`src/rtl/isdn_slot_pkg.sv`:
```
package isdn_slot_pkg;

    localparam int SAMPLE_W     = 8;
    localparam int IDX_W        = $clog2(SAMPLE_W);
    localparam int HALF_SLOT    = 2 * SAMPLE_W;
    localparam int HALF_B2_BASE = 16;
    localparam int FULL_B2_BASE = 10;

    typedef enum logic {
        FMT_HALF = 1'b0,
        FMT_FULL = 1'b1
    } bus_fmt_e;

    typedef enum logic {
        SLOT_FIRST  = 1'b0,
        SLOT_SECOND = 1'b1
    } slot_e;

    typedef struct packed {
        logic             drive;
        logic             sample;
        logic             rel_oe;
        logic [IDX_W-1:0] idx;
    } edge_act_t;

    function automatic int slot_base(bus_fmt_e f, slot_e s);
        if (s == SLOT_FIRST) return 0;
        return (f == FMT_HALF) ? HALF_B2_BASE : FULL_B2_BASE;
    endfunction

    // Action on a data-clock rising edge whose index is cnt
    function automatic edge_act_t on_rise(bus_fmt_e f, slot_e s, int cnt);
        edge_act_t a;
        int rel;
        a = '0;
        if (f == FMT_HALF) begin
            rel = cnt - slot_base(f, s);
            if (rel >= 0 && rel < HALF_SLOT) begin
                a.idx = IDX_W'(rel / 2);
                if (rel % 2 == 0) a.drive  = 1'b1;
                else              a.sample = 1'b1;
            end
        end else begin
            rel = cnt - slot_base(f, s) - 1;
            if (rel >= 0 && rel < SAMPLE_W) begin
                a.idx   = IDX_W'(rel);
                a.drive = 1'b1;
            end
        end
        return a;
    endfunction

    // Action on the falling edge that follows rising index cnt
    function automatic edge_act_t on_fall(bus_fmt_e f, slot_e s, int cnt);
        edge_act_t a;
        int rel;
        a = '0;
        if (f == FMT_HALF) begin
            rel = cnt - slot_base(f, s);
            if (rel == HALF_SLOT - 1) a.rel_oe = 1'b1;
        end else begin
            rel = cnt - slot_base(f, s) - 1;
            if (rel >= 0 && rel < SAMPLE_W) begin
                a.idx    = IDX_W'(rel);
                a.sample = 1'b1;
                a.rel_oe = (rel == SAMPLE_W - 1);
            end
        end
        return a;
    endfunction

endpackage

```
`src/rtl/isdn_slot_sync.sv`:
```
module isdn_slot_sync #(
    parameter int STAGES = 2
) (
    input  logic clk,
    input  logic rst,
    input  logic dclk,
    input  logic fsync,
    input  logic sdi,
    output logic dclk_rise,
    output logic dclk_fall,
    output logic frame_start,
    output logic sdi_s
);
    localparam int LANES = 3;

    logic [STAGES-1:0][LANES-1:0] stg;
    logic dclk_last;
    logic fs_at_rise;

    generate
        for (genvar i = 0; i < STAGES; i++) begin : g_stage
            if (i == 0) begin : g_first
                always_ff @(posedge clk) begin
                    if (rst) stg[i] <= '0;
                    else     stg[i] <= {dclk, fsync, sdi};
                end
            end else begin : g_next
                always_ff @(posedge clk) begin
                    if (rst) stg[i] <= '0;
                    else     stg[i] <= stg[i-1];
                end
            end
        end
    endgenerate

    assign dclk_rise   = stg[STAGES-1][2] & ~dclk_last;
    assign dclk_fall   = ~stg[STAGES-1][2] & dclk_last;
    assign frame_start = dclk_rise & stg[STAGES-1][1] & ~fs_at_rise;
    assign sdi_s       = stg[STAGES-1][0];

    always_ff @(posedge clk) begin
        if (rst) begin
            dclk_last  <= 1'b0;
            fs_at_rise <= 1'b0;
        end else begin
            dclk_last <= stg[STAGES-1][2];
            if (dclk_rise) fs_at_rise <= stg[STAGES-1][1];
        end
    end
endmodule

```
`src/rtl/isdn_slot_modeq.sv`:
```
module isdn_slot_modeq
    import isdn_slot_pkg::*;
#(
    parameter int STABLE_FRAMES = 2
) (
    input  logic     clk,
    input  logic     rst,
    input  logic     frame_start,
    input  logic     strap,
    output logic     mode_ok,
    output bus_fmt_e fmt,
    output logic     eff_ok,
    output bus_fmt_e eff_fmt
);
    localparam int RUN_W = $clog2(STABLE_FRAMES + 1);
    localparam logic [RUN_W-1:0] RUN_DONE = RUN_W'(STABLE_FRAMES);

    logic             cand_q, cand_n;
    logic [RUN_W-1:0] run_q, run_n;

    always_comb begin
        cand_n  = cand_q;
        run_n   = run_q;
        eff_ok  = mode_ok;
        eff_fmt = fmt;
        if (frame_start) begin
            cand_n = strap;
            if (run_q != '0 && strap == cand_q)
                run_n = (run_q == RUN_DONE) ? run_q : run_q + RUN_W'(1);
            else
                run_n = RUN_W'(1);
            if (run_n == RUN_DONE) begin
                eff_ok  = 1'b1;
                eff_fmt = bus_fmt_e'(strap);
            end
        end
    end

    always_ff @(posedge clk) begin
        if (rst) begin
            cand_q  <= 1'b0;
            run_q   <= '0;
            mode_ok <= 1'b0;
            fmt     <= FMT_HALF;
        end else begin
            cand_q  <= cand_n;
            run_q   <= run_n;
            mode_ok <= eff_ok;
            fmt     <= eff_fmt;
        end
    end
endmodule

```
`src/rtl/isdn_slot_engine.sv`:
```
module isdn_slot_engine
    import isdn_slot_pkg::*;
#(
    parameter int CNT_W = 6
) (
    input  logic                clk,
    input  logic                rst,
    input  logic                dclk_rise,
    input  logic                dclk_fall,
    input  logic                frame_start,
    input  logic                sdi_s,
    input  logic                chan_sel,
    input  logic                mode_ok,
    input  bus_fmt_e            fmt,
    input  logic                eff_ok,
    input  bus_fmt_e            eff_fmt,
    input  logic [SAMPLE_W-1:0] tx_byte,
    output logic                sdo,
    output logic                sdo_oe,
    output logic [SAMPLE_W-1:0] rx_byte,
    output logic                rx_valid
);
    localparam logic [CNT_W-1:0] CNT_MAX  = '1;
    localparam logic [IDX_W-1:0] LAST_IDX = IDX_W'(SAMPLE_W - 1);

    logic [CNT_W-1:0]    cnt_q, cnt_n;
    slot_e               ch_q, eff_ch;
    logic [SAMPLE_W-1:0] hold_q, shift_q;
    edge_act_t           ra, fa;

    always_comb begin
        if (frame_start)          cnt_n = '0;
        else if (cnt_q == CNT_MAX) cnt_n = cnt_q;
        else                      cnt_n = cnt_q + CNT_W'(1);
        eff_ch = frame_start ? slot_e'(chan_sel) : ch_q;
        ra     = on_rise(eff_fmt, eff_ch, int'(cnt_n));
        fa     = on_fall(fmt, ch_q, int'(cnt_q));
    end

    always_ff @(posedge clk) begin
        if (rst) begin
            cnt_q    <= CNT_MAX;
            ch_q     <= SLOT_FIRST;
            hold_q   <= '0;
            shift_q  <= '0;
            sdo      <= 1'b0;
            sdo_oe   <= 1'b0;
            rx_byte  <= '0;
            rx_valid <= 1'b0;
        end else begin
            rx_valid <= 1'b0;
            if (dclk_rise) begin
                cnt_q <= cnt_n;
                ch_q  <= eff_ch;
                if (eff_ok && ra.drive) begin
                    if (ra.idx == '0) begin
                        hold_q <= tx_byte;
                        sdo    <= tx_byte[SAMPLE_W-1];
                        sdo_oe <= 1'b1;
                    end else begin
                        sdo <= hold_q[LAST_IDX - ra.idx];
                    end
                end
                if (eff_ok && ra.sample) begin
                    shift_q <= {shift_q[SAMPLE_W-2:0], sdi_s};
                    if (ra.idx == LAST_IDX) begin
                        rx_byte  <= {shift_q[SAMPLE_W-2:0], sdi_s};
                        rx_valid <= 1'b1;
                    end
                end
            end
            if (dclk_fall && mode_ok) begin
                if (fa.sample) begin
                    shift_q <= {shift_q[SAMPLE_W-2:0], sdi_s};
                    if (fa.idx == LAST_IDX) begin
                        rx_byte  <= {shift_q[SAMPLE_W-2:0], sdi_s};
                        rx_valid <= 1'b1;
                    end
                end
                if (fa.rel_oe) begin
                    sdo_oe <= 1'b0;
                    sdo    <= 1'b0;
                end
            end
        end
    end
endmodule

```
`src/rtl/isdn_slot_port.sv`:
```
module isdn_slot_port
    import isdn_slot_pkg::*;
#(
    parameter int SYNC_STAGES   = 2,
    parameter int STABLE_FRAMES = 2,
    parameter int CNT_W         = 6
) (
    input  logic                clk,
    input  logic                rst,
    input  logic                dclk,
    input  logic                fsync,
    input  logic                sdi,
    input  logic                fmt_strap,
    input  logic                chan_sel,
    input  logic [SAMPLE_W-1:0] tx_byte,
    output logic                sdo,
    output logic                sdo_oe,
    output logic [SAMPLE_W-1:0] rx_byte,
    output logic                rx_valid
);
    logic     dclk_rise, dclk_fall, frame_start, sdi_s;
    logic     mode_ok, eff_ok;
    bus_fmt_e fmt, eff_fmt;

    isdn_slot_sync #(.STAGES(SYNC_STAGES)) sync_i (
        .clk(clk), .rst(rst), .dclk(dclk), .fsync(fsync), .sdi(sdi),
        .dclk_rise(dclk_rise), .dclk_fall(dclk_fall),
        .frame_start(frame_start), .sdi_s(sdi_s)
    );

    isdn_slot_modeq #(.STABLE_FRAMES(STABLE_FRAMES)) modeq_i (
        .clk(clk), .rst(rst), .frame_start(frame_start), .strap(fmt_strap),
        .mode_ok(mode_ok), .fmt(fmt), .eff_ok(eff_ok), .eff_fmt(eff_fmt)
    );

    isdn_slot_engine #(.CNT_W(CNT_W)) engine_i (
        .clk(clk), .rst(rst), .dclk_rise(dclk_rise), .dclk_fall(dclk_fall),
        .frame_start(frame_start), .sdi_s(sdi_s), .chan_sel(chan_sel),
        .mode_ok(mode_ok), .fmt(fmt), .eff_ok(eff_ok), .eff_fmt(eff_fmt),
        .tx_byte(tx_byte), .sdo(sdo), .sdo_oe(sdo_oe),
        .rx_byte(rx_byte), .rx_valid(rx_valid)
    );
endmodule

```
`config.mk`:
```
export PLATFORM = sky130hd
export DESIGN_NAME = isdn_slot_port
export DESIGN_NICKNAME = d
export VERILOG_FILES = /design/src/rtl/isdn_slot_pkg.sv /design/src/rtl/isdn_slot_sync.sv /design/src/rtl/isdn_slot_modeq.sv /design/src/rtl/isdn_slot_engine.sv /design/src/rtl/isdn_slot_port.sv
export SDC_FILE = /design/constraint.sdc
export NUM_CORES = 1
export LEC_CHECK = 0
export BUFFER_PORTS_ARGS = -buffer_cell sky130_fd_sc_hd__buf_2
export CORE_UTILIZATION = 53
export CTS_CLUSTER_SIZE = 8
export DETAILED_ROUTE_END_ITERATION = 10
export PLACE_DENSITY = 0.79
export SKIP_LAST_GASP = 1
export SYNTH_ARGS = -nofsm -noshare
export SYNTH_HDL_FRONTEND = slang
export SYNTH_SLANG_ARGS = --single-unit
```
`constraint.sdc`:
```
create_clock -name clk -period 4.05 [get_ports clk]
set_input_delay 0.2025 -clock clk [delete_from_list [all_inputs] [get_ports clk]]
set_output_delay 0.2025 -clock clk [all_outputs]
set_load 0.01 [all_outputs]
```
======== Word-level counts from Yosys, hierarchy flattened ========
Cells that the tools add are included.
W data, S select, Z words.
storage, ports and cells
  input bits .............................. 15
  output and inout port bits .............. 11
  register bits after elaboration ......... 47
  word-level logic and storage cells ...... 126
cells by class
  reductions and logical operators ........ 11
  mux-type cells .......................... 66
  equal/unequal tests ..................... 8
  bitwise gates (word level) .............. 8
  magnitude comparators ................... 7
  add/sub/neg operators ................... 10
operators with widths
  operator                 count
  $mux W32                 4
  $sub A7 B32 Y32          4
  $ge A32 B1 Y1 const B    3
  $mux W8                  10
  $lt A32 B5 Y1 const B    2
  $sub A32 B2 Y32 const B  2
  $mux W1                  36
  $eq A32 B4 Y1 const B    1
  $eq A32 B5 Y1 const B    1
  $logic_not A32 Y1        1
  $lt A32 B6 Y1 const B    1
  $mux W5                  3
  $mux W3                  4
  $mux W6                  2
  $mux W2                  4
  $mux W4                  2
  $logic_and A1 B1 Y1      7
  $add A6 B1 Y6 const B    1
  $eq A3 B3 Y1 const B     2
  $eq A6 B6 Y1 const B     1
  $and A1 B1 Y1            5
  $eq A2 B2 Y1 const B     2
  $lt A3 B4 Y1 const B     1
  $add A3 B1 Y3            1
  other kinds (8)          10

======== Longest topological paths before layout ========
  depth in word-level cells ............... 25
  gate-level depth with buffers ........... 19
  gate-level depth less buffers ........... 18

======== By module ========
From an unflattened synthesis, not the netlist that was laid out.
second synthesis, totals
  cell total of the unflattened synthesis .. 284
  area, all modules ....................... 2573.7 µm²
by module, submodules not included
  module            cells each  instances  area each (µm²)
  isdn_slot_engine  235         1          2080.7
  isdn_slot_sync    21          1          257.7
  isdn_slot_modeq   28          1          235.2

======== Worst setup path before layout ========
OpenSTA, ideal clock, no wires.
  path kind ............................... register -> register
  start ................................... reg engine_i.cnt_q[0]
  end ..................................... reg engine_i.rx_byte[2]
  setup time .............................. 128 ps
  cell stages (with the launch flop) ...... 19
  arrival ................................. 4002 ps
  path slack .............................. -79 ps
  clock period less this slack ............ 4129 ps
  buffers on the path ..................... 0
  cells stage by stage .................... dfxtp_1 -> ha_1 -> nand2_1 -> or2_2 -> nor2_1 -> a21oi_1 -> nor2_1 -> ha_1 -> o311a_1 -> a211o_1 -> a21oi_1 -> ha_1 -> nor2b_1 -> or4b_4 -> and2_4 -> o31ai_4 -> a41oi_4 -> mux2i_1 -> nor2_1
between the ends
  word-level cells in the longest chain between the ends .. 16
RTL lines
  item                                            line                                            source
  start: declaration                              isdn_slot_engine.sv:26                          logic [CNT_W-1:0] cnt_q, cnt_n;
  start signal: assignment                        isdn_slot_engine.sv:53                          cnt_q <= cnt_n;
  $add A6 B1 Y6 or $eq A6 B6 Y1 (tied branches)   isdn_slot_engine.sv:34, isdn_slot_engine.sv:33
  $mux W6 *                                       isdn_slot_engine.sv:33                          else if (cnt_q == CNT_MAX) cnt_n = cnt_q;
  $mux W6 *                                       isdn_slot_engine.sv:32                          if (frame_start) cnt_n = '0;
  named net engine_i.cnt_n[1]                     isdn_slot_engine.sv:26
  $sub A7 B32 Y32                                 isdn_slot_pkg.sv:44                             rel = cnt - slot_base(f, s) - 1;
  $sub A32 B2 Y32                                 isdn_slot_pkg.sv:44
  $ge A32 B1 Y1 or $lt A32 B5 Y1 (tied branches)  isdn_slot_pkg.sv:45                             if (rel >= 0 && rel < SAMPLE_W) begin
  $logic_and A1 B1 Y1                             isdn_slot_pkg.sv:45
  $mux W3                                         isdn_slot_pkg.sv:45
  $mux W3                                         isdn_slot_pkg.sv:36                             if (f == FMT_HALF) begin
  $eq A3 B3 Y1                                    isdn_slot_engine.sv:66                          if (ra.idx == LAST_IDX) begin
  $mux W8                                         isdn_slot_engine.sv:66
  $mux W8 *                                       isdn_slot_engine.sv:64                          if (eff_ok && ra.sample) begin
  $mux W8 *                                       isdn_slot_engine.sv:52                          if (dclk_rise) begin
  $mux W8                                         isdn_slot_engine.sv:75                          if (fa.idx == LAST_IDX) begin
  $mux W8                                         isdn_slot_engine.sv:73                          if (fa.sample) begin
  $mux W8 *                                       isdn_slot_engine.sv:72                          if (dclk_fall && mode_ok) begin
  end signal: assignment                          isdn_slot_engine.sv:67                          rx_byte <= {shift_q[SAMPLE_W-2:0], sdi_s};
  end signal: assignment                          isdn_slot_engine.sv:76                          rx_byte <= {shift_q[SAMPLE_W-2:0], sdi_s};
  end: declaration                                isdn_slot_engine.sv:20                          output logic [SAMPLE_W-1:0] rx_byte,
The timed path passes the listed nets; every way through them passes the cells marked *.
A chain may end at the register's enable or synchronous reset.

======== Final worst setup path ========
  start ................................... reg engine_i.cnt_q[1]
  end ..................................... reg engine_i.hold_q[5]
between the ends
  word-level cells in the longest chain between the ends .. 11
RTL lines
  item                                                     line                                            source
  $add A6 B1 Y6 or $eq A6 B6 Y1 (tied branches)            isdn_slot_engine.sv:34, isdn_slot_engine.sv:33
  $mux W6 *                                                isdn_slot_engine.sv:33
  $mux W6 *                                                isdn_slot_engine.sv:32
  named net engine_i.cnt_n[1]                              isdn_slot_engine.sv:26
  $sub A7 B32 Y32 (on tied branches)                       isdn_slot_pkg.sv:44, isdn_slot_pkg.sv:37
  $sub A32 B2 Y32 or $and A1 B1 Y1 (tied branches)         n/a
  $ge A32 B1 Y1, or another cell as far along              isdn_slot_pkg.sv:45
  $logic_and A1 B1 Y1 or $mux W1 (tied branches)           isdn_slot_pkg.sv:45, isdn_slot_pkg.sv:40
  $mux W3, or another cell as far along                    isdn_slot_pkg.sv:45
  $mux W3 or $mux W1 (tied branches)                       isdn_slot_pkg.sv:36
  $logic_not A3 Y1 or $logic_and A1 B1 Y1 (tied branches)  isdn_slot_engine.sv:56, isdn_slot_engine.sv:55
  $reduce_and A3 Y1 (no line) *                            n/a
  end signal: assignment                                   isdn_slot_engine.sv:57                          hold_q <= tx_byte;
  end: declaration                                         isdn_slot_engine.sv:28                          logic [SAMPLE_W-1:0] hold_q, shift_q;
Marked as above.

==> flow_summary.toml <==
[run_status]
outcome = "finished with violations"
violations = "setup timing"

[finish]
final_cells = 365
nFillCells = 350
num_antenna_cells = 0
final_cell_mix = "nor2_1 (43), dfxtp_1 (43), buf_4 (29)"
drive_gt1_share_pct = 26.5
multiInputGateArea_sq_um = 1520
nets = 344
final-seq-area_sq_um = 903
syn_to_final_growth_pct = 20.9

[setup_path]
crit_type = "register to register"
cpLargestDelayFamily = "simple AND/OR/NAND/NOR gates"
cp_slowest_cell = "or4b_4"
crit_chain = "ha_4 -> nand2_2 -> or2_4 -> nor2_4 -> a21oi_4 -> nor2_2 -> ha_1 -> o311a_1 -> a211o_1 -> a21oi_2 -> ha_1 -> nor2b_4 -> or4b_4 -> and2_4 -> o31ai_4 -> buf_4 -> nor4_4 -> buf_4 -> mux2i_1 -> nor2_1"
cp_data_arrival_time_ns = 4.23
worstPathMaxFanout = 4
critPathMaxStageDelay_ns = 0.49
startpoint_type = "register"
crit_required_ns = 4.22
endpoint_kind = "register"
cp_num_buf_inv = 2

[cts]
insertion_delay_ns = 0.31
cts-root-buf = "clkbuf_8"
cts_hold_buf = 0
cts.clk_slew.worst_paths_ns = 0.10
h-tree-depth = 2
cts_tree = "yes"
numCtsBuffers = 5
cts.path.max_buffers = 2
numClockSinks = 45

[yosys]
async_flop_share_pct = 0
syn_area_per_cell_sq_um = 9.34
synth-seq-cells = 45
synth-main-ff-cell = "dfxtp_1"
synthesis.nets = 295
synth_cells = 263
synth_edf_count = 0
syn_area_sq_um = 2460
ys_warn_count = 0
seq_area_frac_synth_pct = 36.7
yosysUniqueCellTypes = 56

[timing]
grt_setup_unrepaired = "yes"
finalCriticalPeriod_ns = 4.06
slew_headroom_pct = 47.3
post-route-period-util_pct = 100
hold_violations = 0
fin_skew_ns = 0.00906
fmax_mhz = 246
fin_hold_ws_ns = 0.101
setup-violations-final = 2
tightest_slew_ns = 0.784
fin_ws_ns = -0.00948
drv_slew = 0

[power]
p_per_area_nw_per_um2 = 319
power_uw = 949
power_leakage_nw = 1.40
vdd_drop_max_uv = 289

[global_route]
grt_pass1_wl_um = 9060
antenna_found_initial = 0
overflow = 0
grt_pass1_vias = 2001
grt_max_degree = 45
grt_use_total_pct = 23.2

[detailed_routing]
dr.pass1.iters = 4
drt-total-wl_um = 5430
vias = 2064
drc_errors = 0
wl_per_cell_um = 14.9
viasPerCell = 5.65
detail-route-antenna-nets = 0
drt-initial-drc-count = 175

[floorplanning]
core_sq_um = 4410
die_y_um = 70.1
initial_core_util_pct = 55.6
ioPinCount = 26
rows = 24
die_area_sq_um = 4910
die_w_um = 70.1

[placed_design]
dp.cells = 348
pre_cts_ws_ns = -0.101
io_buffer_count = 25
dp_hpwl_um = 3760
gp_congestion = 0.887

[hold_path]
holdCritPathClass = "input port to register"

[flow_run]
maxCapViolations = 0
[synth_stat cells (2+ instances only)]
master    number  area [sq um]
ha_1          15           188
nor3b_1        2          15.0
nand3_1        8          40.0
nor2b_1       11          68.8
nand3b_1       2          15.0
nor2_1        45           169
o21ai_0        2          10.0
xor2_1         6          52.6
buf_4          3          22.5
nor4_1         3          18.8
clkbuf_1       6          22.5
a21boi_0       2          15.0
nand2_1       11          41.3
nand2b_1       4          25.0
a21oi_1        6          30.0
fa_1           2          40.0
dfxtp_1       45           901
and3_1         4          25.0
nor3_1         3          15.0
a211o_1        9          78.8
mux2i_1       25           250
inv_1         11          41.3
a211oi_1       5          37.5
[through the flow]
step / setup TNS, ns / instance area [sq um] / util (%)
final: -0.0145 / 2970 / 67.3
after global routing: -1.91 / 2970 / 67.3
after CTS: 0 / 2880 / 65.3
after detailed placement: -0.523 / 2750 / 62.3
after global placement: 0 / 2750 / 62.3
after floorplan: 0 / 2470 / -
[report_power, final]
group / internal (mW) / switching (mW) / leakage (nW) / total, mW
combinational: 0.0857 / 0.106 / 0.985 / 0.192
sequential: 0.449 / 0.00418 / 0.364 / 0.453
clock: 0.130 / 0.173 / 0.0511 / 0.304
total: 0.665 / 0.284 / 1.40 / 0.949
[per-layer routing]
| metal | global-route usage, % | part of all wire [%] |
|---|---|---|
| met1 | 30.1 | 45 |
| met2 | 35.9 | 46 |
| met3 | 5.48 | 5.2 |
| met4 | 12.0 | 3.3 |
| met5 | 0 | 0 |
[logic make-up (layout without fill, tap and decap cells)]
kind of cell,Yosys count,after routing,synth area share (%)
AOI/OAI and AO/OA,43,43,15.5
xor gates and xnor gates,7,7,2.50
adders and majority gates,17,17,9.27
buffers and inverters,23,73,4.38
DFF,45,45,36.7
muxes,25,25,10.2
and+or+nand+nor,103,103,21.5
[state kept, by name (all words and copies together), names as in the netlist, 2 cells and up]
signal and count:
engine_i.cnt_q 6, engine_i.rx_byte 8, sync_i.stg 5, engine_i.hold_q 7
engine_i.shift_q 7, modeq_i.run_q 2
[path summary, 6_finish.rpt]
| kind | depth (start not counted) | slack, ns | end | startpoint |
|---|---|---|---|---|
| worst min register to register | 1 | 0.44 | sync_i.stg[5]$_SDFF_PP0_ | sync_i.stg[2]$_SDFF_PP0_ |
| worst max register to register | 20 | -0.009 | engine_i.hold_q[5]$_SDFFE_PP0P_ | engine_i.cnt_q[1]$_SDFFE_PP1N_ |
| worst max-delay path | 20 | -0.009 | engine_i.hold_q[5]$_SDFFE_PP0P_ | engine_i.cnt_q[1]$_SDFFE_PP1N_ |
| worst min-delay path | 2 | 0.10 | sync_i.stg[2]$_SDFF_PP0_ | dclk |
[what timing repair did]
action	in CTS	in global routing
setup buffers	3	7
gates resized for setup	4	8
endpoints found under the setup margin	16	17
pin swaps	3	11
[worst register-to-register path, stage by stage (launching register included)]
cell     delay (ns)
dfxtp_2        0.37
ha_4           0.14
nand2_2        0.06
or2_4          0.27
nor2_4         0.13
a21oi_4        0.04
nor2_2         0.10
ha_1           0.24
o311a_1        0.13
a211o_1        0.34
a21oi_2        0.14
ha_1           0.16
nor2b_4        0.14
or4b_4         0.49
and2_4         0.20
o31ai_4        0.33
buf_4          0.19
nor4_4         0.04
buf_4          0.17
mux2i_1        0.18
nor2_1         0.06
[layout make-up]
cell class              instances  area share (%)
multi-input cells             195            51.2
inverters                      11            1.39
repair buffers                 54            11.5
clock inverters                 3           0.969
well taps                      52            2.19
flip-flops and latches         45            30.4
clock buffers                   5            2.32
Power figures use the tool's default switching activity.
